`src/rtl/moesi_line_ctrl.sv`:
```
module moesi_line_ctrl (
  input  logic       clk,
  input  logic       rst_n,
  input  logic       cpu_rd,
  input  logic       cpu_wr,
  input  logic       fill_valid,
  input  logic       fill_shared,
  input  logic       snp_rd,
  input  logic       snp_inv,
  input  logic       evict,
  output logic [2:0] line_state,
  output logic       bus_rd_miss,
  output logic       bus_inv,
  output logic       supply_data,
  output logic       writeback_req
);
  localparam logic [2:0] ST_I = 3'd0;
  localparam logic [2:0] ST_S = 3'd1;
  localparam logic [2:0] ST_E = 3'd2;
  localparam logic [2:0] ST_O = 3'd3;
  localparam logic [2:0] ST_M = 3'd4;

  localparam logic [1:0] PEND_NONE = 2'd0;
  localparam logic [1:0] PEND_RD   = 2'd1;
  localparam logic [1:0] PEND_WR   = 2'd2;

  logic [2:0] st, st_nx;
  logic [1:0] pend, pend_nx;
  logic       valid, dirty;

  assign valid      = (st != ST_I);
  assign dirty      = (st == ST_M) || (st == ST_O);
  assign line_state = st;

  always_comb begin
    st_nx         = st;
    pend_nx       = pend;
    bus_rd_miss   = 1'b0;
    bus_inv       = 1'b0;
    supply_data   = 1'b0;
    writeback_req = 1'b0;
    if (valid && snp_inv) begin
      st_nx = ST_I;
    end else if (valid && snp_rd) begin
      supply_data = dirty;
      if (st == ST_M) st_nx = ST_O;
      if (st == ST_E) st_nx = ST_S;
    end else if (pend != PEND_NONE && fill_valid) begin
      st_nx   = (pend == PEND_WR) ? ST_M : (fill_shared ? ST_S : ST_E);
      pend_nx = PEND_NONE;
    end else if (evict) begin
      writeback_req = dirty;
      st_nx         = ST_I;
    end else if (cpu_wr) begin
      case (st)
        ST_I: if (pend == PEND_NONE) begin
          bus_rd_miss = 1'b1;
          bus_inv     = 1'b1;
          pend_nx     = PEND_WR;
        end
        ST_S, ST_O: begin
          bus_inv = 1'b1;
          st_nx   = ST_M;
        end
        default: st_nx = ST_M;
      endcase
    end else if (cpu_rd) begin
      if (st == ST_I && pend == PEND_NONE) begin
        bus_rd_miss = 1'b1;
        pend_nx     = PEND_RD;
      end
    end
  end

  always_ff @(posedge clk) begin
    if (!rst_n) begin
      st   <= ST_I;
      pend <= PEND_NONE;
    end else begin
      st   <= st_nx;
      pend <= pend_nx;
    end
  end

  assert_legal_state_R1: assert property (@(posedge clk) disable iff (!rst_n)
    line_state <= ST_M);

  assert_supply_leaves_owned_R6: assert property (@(posedge clk) disable iff (!rst_n)
    supply_data |=> line_state == ST_O);

  assert_writeback_drops_R8: assert property (@(posedge clk) disable iff (!rst_n)
    writeback_req |=> line_state == ST_I);

  assert_inv_enters_m_R5: assert property (@(posedge clk) disable iff (!rst_n)
    (bus_inv && line_state != ST_I) |=> line_state == ST_M);

  assert_snoop_inv_R7: assert property (@(posedge clk) disable iff (!rst_n)
    (snp_inv && line_state != ST_I) |=> line_state == ST_I);

  assert_silent_upgrade_R4: assert property (@(posedge clk) disable iff (!rst_n)
    (line_state == ST_E && cpu_wr && !snp_rd && !snp_inv && !evict)
      |-> (!bus_inv && !bus_rd_miss));

  assert_miss_pulse_R2: assert property (@(posedge clk) disable iff (!rst_n)
    bus_rd_miss |=> !bus_rd_miss);
endmodule

```
`config.mk`:
```
export PLATFORM = sky130hd
export DESIGN_NAME = moesi_line_ctrl
export DESIGN_NICKNAME = d
export VERILOG_FILES = /design/src/rtl/moesi_line_ctrl.sv
export SDC_FILE = /design/constraint.sdc
export NUM_CORES = 1
export LEC_CHECK = 0
export ABC_CLOCK_PERIOD_IN_PS = 2100
export BUFFER_PORTS_ARGS = -buffer_cell sky130_fd_sc_hd__buf_2
export CORE_AREA = 10 10 47 49
export CTS_CLUSTER_DIAMETER = 200
export DETAILED_ROUTE_END_ITERATION = 10
export DIE_AREA = 0 0 57 59
export PLACE_DENSITY = 0.56
export SLEW_MARGIN = 40
export SYNTH_ARGS = -nofsm -noshare
export SYNTH_HDL_FRONTEND = slang
export SYNTH_SLANG_ARGS = --single-unit
export TNS_END_PERCENT = 30
```
`constraint.sdc`:
```
create_clock -name clk -period 2.1 [get_ports clk]
set_input_delay 0.105 -clock clk [delete_from_list [all_inputs] [get_ports clk]]
set_output_delay 0.105 -clock clk [all_outputs]
set_load 0.05 [all_outputs]
```
==> Word-level counts from Yosys, hierarchy flattened <==
Index checks and enable logic that the tools add are counted.
{ "word_totals": {"elab_cells": 68, "output_inout_bits": 7, "input_bits": 9, "regBits": 5} }
{ "classes": {"n_mux": 37, "n_bitwise": 3, "n_eq_ne": 10, "reduce_logical": 16} }
{ "ops": {"columns": ["operator", "n"], "rows": [
  ["2-to-1 mux 3 bit", 8],
  ["2-to-1 mux 1 bit", 20],
  ["2-to-1 mux 2 bit", 8],
  ["nonzero test 3 bit", 3],
  ["AND reduction 7 bit", 1],
  ["equality test 3 x 2 -> 1 bit, second input constant", 2],
  ["!= test 3 x 1 -> 1 bit, second input constant", 2],
  ["logical AND 1 bit", 4],
  ["!= test 4 bit, second input constant", 1],
  ["nonzero test 4 bit", 1],
  ["OR reduction 2 bit", 2],
  ["equality test 3 x 1 -> 1 bit, second input constant", 1],
  ["equality test 3 bit, second input constant", 1],
  ["zero test 3 bit", 1],
  ["!= test 3 x 2 -> 1 bit, second input constant", 1],
  ["inverter 1 bit", 3],
  ["AND reduction 3 bit", 1],
  ["equality test 2 bit, second input constant", 1],
  ["zero test 2 bit", 1],
  ["!= test 2 x 1 -> 1 bit, second input constant", 1],
  ["case mux 1 bit (2 select lines)", 1],
  ["nonzero test 2 bit", 1],
  ["logical OR 1 bit", 1]
]} }

==> Depth between registers and ports, before layout <==
Gate-level depths: netlist of run 1.
{ "logic_depth": {"word_depth": 9, "ltp_mapped": 5, "ltp_nobuf": 4} }

==> Worst setup path before layout of run 1 <==
Ideal clock, no wire load.
{ "synth_path": {"path_kind": "reg-to-output", "startpoint": "reg st[0] (netlist: line_state[0])", "endpoint": "out bus_inv", "path_buffers": 1, "slack_ps": -620, "t_required_ps": 1995, "stages_incl_launch_ff": 5, "arrival_time_ps": 2615, "path_cell_list": "dfxtp_1 > buf_4 > o32ai_1 > o21ai_0 > nor4_1"} }
{ "synth_via": {"elab_chain_len": 8, "elab_cells_between_ends": 13, "cone_classes": "eq/ne: 2; mux: 6; reduce/logical: 5"} }
{ "synth_lines": {"columns": ["element", "line_no", "source"], "rows": [
  ["from (decl)", "27", "logic [2:0] st, st_nx;"],
  ["from (signal assigned)", "80", "st <= st_nx;"],
  ["equality test 3 x 2 -> 1 bit / equality test 3 x 1 -> 1 bit (equally long branches)", "55", "case (st)"],
  ["OR reduction 2 bit", "55", null],
  ["case mux 1 bit (2 select lines)", "55", null],
  ["2-to-1 mux 1 bit", "54", "end else if (cpu_wr) begin"],
  ["2-to-1 mux 1 bit", "51", "end else if (evict) begin"],
  ["2-to-1 mux 1 bit", "48", "end else if (pend != PEND_NONE && fill_valid) begin"],
  ["2-to-1 mux 1 bit", "44", "end else if (valid && snp_rd) begin"],
  ["2-to-1 mux 1 bit (*)", "42", "if (valid && snp_inv) begin"],
  ["to (decl)", "13", "output logic bus_inv,"]
]} }
Mark *: on every way between the ends. The rest lies on a longest branch, timed or not.

==> Final worst setup path of run 1 <==
{ "layout_path": {"startpoint": "reg st[1] (netlist: line_state[1])", "endpoint": "out bus_inv"} }
The elaborated chain is that of the path after synthesis.

==> results of run 1 <==
-- worst max-delay path by stage --
stage	startpoint	end	slack [ns]	depth (start not counted)
after global routing	line_state[1]	bus_inv	0.14	4
after floorplan	line_state[0]	bus_inv	-0.07	4
after global placement	line_state[1]	bus_inv	0.52	4
after CTS	line_state[1]	bus_inv	0.28	4
final	line_state[1]	bus_inv	0.30	4
after detailed placement	line_state[1]	bus_inv	0.55	4
-- worst max-delay path, delay by kind of cell (launching register included) --
kind / cells / cell delay (ns)
AO/OA/AOI/OAI: 2 / 0.55
buffers and inverters: 1 / 0.30
AND/OR/NAND/NOR: 1 / 0.22
flip-flops: 1 / 0.38
-- through the flow --
| step | hold slack [ns] | cells | utilization [%] | power (mW) |
|---|---|---|---|---|
| detailed placement | 0.3587 | 79 | 35.36 | 0.4485 |
| finish | 0.1068 | 83 | 37.23 | 0.5559 |
| floorplan | 0.2332 | 51 | - | 0.4006 |
| global route | 0.1155 | 83 | 37.23 | 0.5924 |
| global placement | 0.3481 | 79 | 35.36 | 0.4504 |
| CTS | 0.1083 | 83 | 37.23 | 0.5640 |
-- area by class of cell --
cell class / instances / area (um2)
fillers: 158 / 879.6
multi-input cells: 42 / 296.5
flip-flops and latches: 5 / 100.1
repair buffers: 15 / 75.07
clock buffers: 4 / 26.28
well taps: 16 / 20.02
inverters: 1 / 3.754
-- logic make-up after synthesis --
family	count (synthesis)	share of synthesized area [%]
buffers and inverters	4	7.249
AND/OR/NAND/NOR	24	31.73
flip-flops	5	24.17
AO/OA/AOI/OAI	17	34.44
multiplexers	1	2.417
-- layer usage --
metal,share of wire (%),track usage (%),vias to the layer above
met3,8.9,4.721,0
met4,0,2.685,0
met1,50,7.948,202
met5,0,0,-
li1,-,-,226
met2,41,8.217,18
-- layout by cell type, fill, tap and decap left out, types with 2 or more instances in the layout --
| master | n |
|---|---|
| nand2_1 | 7 |
| dfxtp_1 | 5 |
| buf_2 | 15 |
| a32oi_1 | 2 |
| a21oi_1 | 2 |
| nor2b_1 | 2 |
| clkbuf_4 | 3 |
| o21ai_0 | 3 |
| or3_1 | 2 |
| nor2_1 | 5 |
-- flip-flops by register name, indices dropped and copies added, names as in the netlist --
register and cells:
line_state 3, pend 2
-- power by group through the flow --
stage / logic, mW / registers, mW / clock network [mW]
after global placement: 0.296 / 0.154 / 0
after CTS: 0.296 / 0.154 / 0.115
after floorplan: 0.230 / 0.170 / 0
final: 0.293 / 0.154 / 0.109
after global routing: 0.312 / 0.159 / 0.122
after detailed placement: 0.294 / 0.155 / 0
==> out/metrics.yaml, run 1 <==
power.share.sequential_pct: 27.7
drtPass1Iterations: 5
yosysSeqAreaShare_pct: 24.17
gr-total-overflow: 0
cts_setup_buffers: 0
synthTopCellsByArea: "dfxtp_1, nand2_1, o32a_4"
hp-class: "in2reg"
io_buffers: 15
place_area_um2: 495.5
dieArea_mm2: 0.003363
hold_end: "pend[0]"
ant_nets: 0
cts.sinks: 5
vdd_drop_max_mv: 0.4779
tns_ns: 0
diodes: 0
die_w_um: 57
vias_per_cell: 5.373
syn_avg_cell_area_um2: 8.121
synth.most_common_cell: "nand2_1"
synth-edff-count: 0
crit_required_ns: 2.00
cpPeakStageDelay_ns: 0.38
whs_path_depth: 2
timing.rr.start: "line_state[1]"
cts-root-buf: "clkbuf_4"
maxCapViolations: 0
initial_utilization_pct: 29.55
clock_latency_ns: 0.24
run_status: "finished, final reports clean"
path_max_fanout: 10
clk_pin_slew_ns: 0.04
clock_tree.buffer_depth: 2
fp.dieH_um: 59
synth_top_area_share_pct: 24.17
p_comb_share_pct: 52.7
switching_share_pct: 46.48
layout-drive-gt1-share_pct: 34.33
fin_ws_ns: 0.2968
nNetsFinal: 77
first_iter_violations: 17
synth_cell_types: 30
yosysWarnings: 0
cellLeakagePower_nw: 0.2272
rows: 14
final.min_clock_period_ns: 1.803
hpwl_um: 889.7
p_clk_share_pct: 19.6
p_int_uw: 297.5
max_slew.worst_pin.slew_ns: 0.3346
dp_worst_setup_slack_ns: 0.5495
p_switching_uw: 258.4
grt_max_degree: 11
slew_headroom_pct: 77.66
wl_per_cell_um: 13.64
gp_congestion: 0.7344
ys_top_cells_by_count: "nand2_1, dfxtp_1, nor2_1, o21ai_0"
cts.hold.buffers_added: 0
syn_area_um2: 414.1
reg2reg_slack_ns: 0.57
cpMaxStageDelayCell: "dfxtp_1"
r2r_cells: 4
rsz0062_at_grt: "false"
slew_viol_final: 0
pin_count: 16
finalHoldViolCount: 0
postCtsResizedCells: 0
end_kind: "output port"
worstPathArrival_ns: 1.70
synth_seq_cells: 5
powerDensity_mw_per_mm2: 1065
cts_made_buffers: 3
clock_skew_ns: 0.002344
grt_pass1_wl_um: 1807
final-setup-viol-count: 0
synthArstFlopShare_pct: 0
antenna_found_initial: 0
synth_top_area_cell: "dfxtp_1"
grt_pass1_vias: 421
cp-start-kind: "register"
cts_tree: "built"
syn_inst: 51
syn_to_final_growth_pct: 25.98
coreArea_mm2: 0.001401
min-delay-start: "rst_n"
dr_total_vias: 446
crit_type: "reg2out"
gr-usage-all-layers_pct: 6.479
path_cells: "o32ai_1, o21ai_0, nor4_2, buf_2"
routed_wl_um: 1132
post-route-cell-area_um2: 521.8
drc_errors: 0
fin_crit_sh_pct: 85.87
r2r-end: "line_state[1]"
synth-main-ff-cell: "dfxtp_1"
fmax_mhz: 554.6
h-tree-depth: 1
synth_nets: 60
No activity file was read; power rests on OpenSTA's default activity.
==> inputs of run 2 (changes only) <==
==> config.mk (replaced) <==
export PLATFORM = sky130hd
export DESIGN_NAME = moesi_line_ctrl
export DESIGN_NICKNAME = d
export VERILOG_FILES = /design/src/rtl/moesi_line_ctrl.sv
export SDC_FILE = /design/constraint.sdc
export NUM_CORES = 1
export LEC_CHECK = 0
export ABC_CLOCK_PERIOD_IN_PS = 1600
export BUFFER_PORTS_ARGS = -buffer_cell sky130_fd_sc_hd__buf_4
export CORE_AREA = 10 10 47 49
export CTS_CLUSTER_DIAMETER = 200
export DETAILED_ROUTE_END_ITERATION = 10
export DIE_AREA = 0 0 57 59
export PLACE_DENSITY = 0.58
export SYNTH_ARGS = -nofsm -noshare
export SYNTH_HDL_FRONTEND = slang
export SYNTH_SLANG_ARGS = --single-unit
export TNS_END_PERCENT = 30
==> constraint.sdc (replaced) <==
create_clock -name clk -period 1.6 [get_ports clk]
set_input_delay 0.08 -clock clk [delete_from_list [all_inputs] [get_ports clk]]
set_output_delay 0.08 -clock clk [all_outputs]
set_load 0.05 [all_outputs]
==> run 2 against run 1 <==
  * Sequential power is 45% higher
  * Clock power is 35% higher
  * Critical path type unchanged
  * Critical path depth is 1 lower
  * Clock skew is 0.0035 ns higher
  * Utilization is 6.3 points higher
==> out/metrics.yaml, run 2 (synthesis results as in run 1) <==
cts_setup_buffers: 0  # unchanged
hp-class: "in2reg"
r2r-end: "line_state[1]"
slew_headroom_pct: 82.19  # +4.5 points
maxCapViolations: 0  # unchanged
syn_to_final_growth_pct: 47.13
grt_pass1_wl_um: 1814  # +0.39%
vdd_drop_max_mv: 0.6006  # +26%
io_buffers: 15  # unchanged
clock_latency_ns: 0.25  # about the same
die_w_um: 57  # unchanged
final.min_clock_period_ns: 1.569
drc_errors: 0  # unchanged
diodes: 0  # unchanged
first_iter_violations: 7  # -10
p_switching_uw: 369.4  # +43%
layout-drive-gt1-share_pct: 41.79  # +7.5 points
final-setup-viol-count: 0  # unchanged
critPathCapture: "bus_rd_miss"
clock_skew_ns: 0.005868  # +0.003524 ns
grt_pass1_vias: 428  # +1.7%
cts-root-buf: "clkbuf_4"
layout_commonest_cell: "buf_4"
worstPathArrival_ns: 1.49  # -0.21 ns
max_slew.worst_pin.slew_ns: 0.2672  # -0.06743 ns
hold_slack_ns: 0.06758  # -0.03922 ns
power.share.sequential_pct: 27.1  # -0.6 points
cp-start-kind: "register"
initial_utilization_pct: 29.55  # unchanged
fin_crit_sh_pct: 98.07
dieArea_mm2: 0.003363  # unchanged
clk_pin_slew_ns: 0.04  # about the same
pin_count: 16  # unchanged
place_area_um2: 553.0  # +12%
drtPass1Iterations: 4  # -1
r2r_cells: 4  # unchanged
routed_wl_um: 1177  # +4.0%
cts_made_buffers: 3  # unchanged
path_max_fanout: 8  # -2
run_status: "finished, final reports clean"
tns_ns: 0  # unchanged
worst-path-stages: 3  # -1
rsz0062_at_grt: "true"
antenna_found_initial: 0  # unchanged
p_clk_share_pct: 17.9  # -1.7 points
timing.rr.start: "line_state[1]"
rows: 14  # unchanged
wl_per_cell_um: 14.18  # +4.0%
largest_register_ffs: 3  # unchanged
coreArea_mm2: 0.001401  # unchanged
cts_tree: "built"
gr-usage-all-layers_pct: 6.753  # +0.27 points
h-tree-depth: 1  # unchanged
post-route-util_pct: 43.48  # +6.3 points
crit_family: "simple AND/OR/NAND/NOR gates"
p_int_uw: 452.9  # +52%
cpPeakStageDelay_ns: 0.44  # +0.06 ns
crit_required_ns: 1.52  # -0.48 ns
crit_type: "reg2out"
clock_tree.buffer_depth: 2  # unchanged
dr_total_vias: 453  # +1.6%
powerDensity_mw_per_mm2: 1350  # +27%
top_regs: "line_state: 3 flops, pend: 2 flops"
critPathLaunch: "pend[0]"
cellLeakagePower_nw: 0.2451  # +7.9%
mostFrequentLayoutCells: "buf_4, nand2_1, nor2_1"
vias_per_cell: 5.458  # +1.6%
fp.dieH_um: 59  # unchanged
grt_max_degree: 11  # unchanged
nNetsFinal: 77  # unchanged
critPathBufInv: 1  # unchanged
switching_share_pct: 44.92  # -1.6 points
cpMaxStageDelayCell: "or3_1"
post-route-cell-area_um2: 609.3  # +17%
path_cells: "or3_1, nor3_4, buf_6"
fmax_mhz: 637.3
finalHoldViolCount: 0  # unchanged
reg2reg_slack_ns: 0.09  # -0.48 ns
regMostFlops: "line_state"
end_kind: "output port"
ant_nets: 0  # unchanged
p_comb_share_pct: 55.0  # +2.3 points
gp_congestion: 0.7453  # +1.5%
hpwl_um: 891.9  # +0.25%
cts.sinks: 5  # unchanged
slew_viol_final: 0  # unchanged
gr-total-overflow: 0  # unchanged
-- run 2: cell count changes in the layout (fill, tap and decap cells not counted), moves of 2 or more --
cell     change
buf_2       -15
buf_4       +13
dfxtp_1      -3
dfxtp_4      +3
buf_6        +2
o21ai_0      -2
-- run 2: layout make-up --
class	count	area, um2
fill	151	792.0
sequential	5	111.4
tap	16	20.02
timing repair buffer	15	120.1
multi-input combinational	42	327.8
inverter	1	3.754
clock buffer	4	26.28
-- run 2: worst min path at each step --
stage / cells after the start / slack, ns / start / end
6_report: 2 / 0.07 / rst_n / pend[1]
5_1_grt: 2 / 0.07 / rst_n / pend[1]
4_1_cts: 2 / 0.06 / rst_n / pend[1]
3_5_place_dp: 2 / 0.31 / rst_n / pend[1]
3_3_place_gp: 2 / 0.31 / rst_n / pend[1]
2_1_floorplan: 1 / 0.21 / rst_n / pend[1]
-- run 2: power by group through the flow --
| stage | combinational, mW | clock, mW | sequential, mW |
|---|---|---|---|
| finish | 0.453 | 0.147 | 0.223 |
| global route | 0.490 | 0.159 | 0.228 |
| detailed placement | 0.419 | 0 | 0.213 |
| CTS | 0.433 | 0.154 | 0.213 |
| floorplan | 0.317 | 0 | 0.233 |
| global placement | 0.422 | 0 | 0.212 |
-- run 2: layer usage --
| layer | track usage, % | up-vias | part of all wire [%] | wire length [um] |
|---|---|---|---|---|
| met5 | 0 | - | 0 | 0 |
| met4 | 3.020 | 0 | 1.4 | 17 |
| met3 | 4.292 | 2 | 9.4 | 111 |
| met2 | 9.612 | 18 | 44 | 518 |
| met1 | 7.757 | 204 | 45 | 530 |
| li1 | - | 229 | - | - |
-- run 2: metrics by stage --
stage | power (mW) | cells | setup slack [ns]
5_1_grt | 0.8766 | 83 | -0.01731
3_3_place_gp | 0.6337 | 79 | 0.1176
2_1_floorplan | 0.5500 | 51 | -0.1449
3_5_place_dp | 0.6318 | 79 | 0.1145
6_report | 0.8223 | 83 | 0.03092
4_1_cts | 0.8003 | 83 | 0.01185
-- run 2: what timing repair did --
| action | in CTS | in global routing |
|---|---|---|
| pin swaps | 0 | 1 |
| hold endpoints to repair | 0 | 0 |
| resized for setup | 3 | 4 |
| setup endpoints to repair | 1 | 2 |
| hold buffers | 0 | 0 |
==> inputs of run 3 (changes only) <==
--- a/config.mk
+++ b/config.mk
@@ -12,6 +12,7 @@
 export DETAILED_ROUTE_END_ITERATION = 10
 export DIE_AREA = 0 0 57 59
 export PLACE_DENSITY = 0.58
+export SETUP_SLACK_MARGIN = 0.2
 export SYNTH_ARGS = -nofsm -noshare
 export SYNTH_HDL_FRONTEND = slang
 export SYNTH_SLANG_ARGS = --single-unit
==> run 3 against run 2 <==
  * First-iteration DRC count is 29% higher
  * Power is 6.7% higher
  * Sequential share of layout area down 0.97 points
  * Clock power about the same
  * Global-route usage increased by 0.35 points
  * Setup slack improved by 0.058 ns
  * Worst hold slack is essentially flat
  * Flip-flop and latch count unchanged
  * Cell count increased by 6.0%
  * Register-to-register slack hardly changed
  * Critical endpoint is now bus_inv
  * Largest cell class unchanged
==> out/metrics.yaml, run 3 (synthesis results as in run 1) <==
nNetsFinal: 82  # +6.5%
rows: 14  # unchanged
wl_per_cell_um: 14.00  # -1.3%
crit_family: "compound AO/OA/AOI/OAI gates"
fp.dieH_um: 59  # unchanged
fin_crit_sh_pct: 94.42  # -3.6 points
initial_utilization_pct: 29.55  # unchanged
cellLeakagePower_nw: 0.2702  # +10%
crit_required_ns: 1.52  # about the same
clock_latency_ns: 0.25  # about the same
run_status: "finished, final reports clean"
final.min_clock_period_ns: 1.511  # -0.05831 ns
grt_max_degree: 11  # unchanged
fill_cells: 147  # -2.6%
vias_per_cell: 5.511  # +0.98%
dieArea_mm2: 0.003363  # unchanged
layout-drive-gt1-share_pct: 48.61  # +6.8 points
clk_pin_slew_ns: 0.05  # about the same
mostFrequentLayoutCells: "buf_4, nand2_1, nor2_1"
slew_viol_final: 0  # unchanged
syn_to_final_growth_pct: 57.10
h-tree-depth: 1  # unchanged
gp_congestion: 0.7453  # unchanged
antenna_found_initial: 0  # unchanged
cts_tree: "built"
vdd_drop_max_mv: 0.6212  # +3.4%
largest_register_ffs: 3  # unchanged
gr-total-overflow: 0  # unchanged
ant_nets: 0  # unchanged
hp-class: "in2reg"
gr-usage-all-layers_pct: 7.100  # +0.35 points
final-setup-viol-count: 0  # unchanged
power.total_uw: 877.1  # +6.7%
crit_type: "reg2out"
dr_total_vias: 485  # +7.1%
slew_headroom_pct: 81.80  # -0.38 points
grt_pass1_vias: 452  # +5.6%
coreArea_mm2: 0.001401  # unchanged
cts_made_buffers: 3  # unchanged
cp-start-kind: "register"
routed_wl_um: 1232  # +4.7%
p_clk_share_pct: 16.8  # -1.1 points
cts.sinks: 5  # unchanged
top_regs: "line_state: 3 flops, pend: 2 flops"
worstPathArrival_ns: 1.43  # -0.06 ns
drtPass1Iterations: 5  # +1
clock_skew_ns: 0.006403  # +0.0005348 ns
p_int_uw: 494.8  # +9.3%
clock_tree.buffer_depth: 2  # unchanged
cts.hold.buffers_added: 0  # unchanged
powerDensity_mw_per_mm2: 1348  # -0.10%
regMostFlops: "line_state"
path_cells: "o32ai_4, o21ai_2, nor4_4, buf_6"
power.share.sequential_pct: 24.6  # -2.5 points
cpMaxStageDelayCell: "dfxtp_4"
layout_commonest_cell: "buf_4"
hpwl_um: 891.9  # unchanged
critPathBufInv: 1  # unchanged
rsz0062_at_grt: "true"
die_w_um: 57  # unchanged
cts-root-buf: "clkbuf_4"
end_kind: "output port"
diodes: 0  # unchanged
cpPeakStageDelay_ns: 0.37  # -0.07 ns
max_slew.worst_pin.slew_ns: 0.2729  # +0.005741 ns
switching_share_pct: 43.59  # -1.3 points
drc_errors: 0  # unchanged
fmax_mhz: 661.9  # +3.9%
path_max_fanout: 10  # +2
io_buffers: 15  # unchanged
first_iter_violations: 9  # +2
grt_pass1_wl_um: 1918  # +5.7%
dp_worst_setup_slack_ns: 0.1145  # unchanged
pin_count: 16  # unchanged
p_switching_uw: 382.3  # +3.5%
p_comb_share_pct: 58.6  # +3.6 points
maxCapViolations: 0  # unchanged
fin_ws_ns: 0.08923  # +0.05831 ns
finalHoldViolCount: 0  # unchanged
==> run 3: layer usage <==
| layer | routed length [um] | up-vias | GRT usage (%) |
|---|---|---|---|
| li1 | - | 242 | - |
| met1 | 545 | 224 | 7.637 |
| met2 | 564 | 17 | 10.70 |
| met3 | 105 | 2 | 4.721 |
| met4 | 17 | 0 | 3.020 |
| met5 | 0 | - | 0 |
==> run 3: repair_timing <==
item	in CTS	in global routing
pin swaps	1	4
endpoints found under the setup margin	5	7
resized for setup	9	0
buffers inserted	3	2
==> run 3: final cells by class <==
type	count	area, um2	area share, %
inverters	1	3.754	0.5769
flip-flops and latches	5	112.6	17.31
multi-input cells	42	332.8	51.15
well taps	16	20.02	3.077
clock buffers	4	26.28	4.038
repair buffers	20	155.1	23.85
==> run 3: worst reg2reg max path, stage by stage, from the launching register on <==
cell     delay (ns)
dfxtp_4        0.37
o32a_1         0.36
o32a_4         0.34
and2_0         0.15
o21ba_1        0.17
==> run 3: metrics by stage <==
step	util (%)	hold WS [ns]	setup TNS, ns	instance area [um2]	cells
after floorplan	-	0.2082	-0.3777	450.4	51
after global placement	39.46	0.3127	0	553.0	79
after detailed placement	39.46	0.3146	0	553.0	79
after CTS	45.54	0.06305	0	638.1	86
after global routing	46.43	0.06732	0	650.6	88
final	46.43	0.06805	0	650.6	88
==> run 3: power by group through the flow <==
| stage | Clock (mW) | Sequential, mW | Combinational [mW] |
|---|---|---|---|
| after floorplan | 0 | 0.233 | 0.317 |
| after global placement | 0 | 0.212 | 0.422 |
| after detailed placement | 0 | 0.213 | 0.419 |
| after CTS | 0.154 | 0.217 | 0.494 |
| after global routing | 0.159 | 0.220 | 0.554 |
| final | 0.147 | 0.216 | 0.514 |
==> run 3: final timing paths <==
check,startpoint,to,slack [ns],cells past startpoint
setup reg to reg,line_state[1],line_state[1],0.10,4
hold / removal,rst_n,pend[1],0.07,2
setup / recovery,line_state[1],bus_inv,0.09,4
hold reg to reg,line_state[0],line_state[0],0.58,2
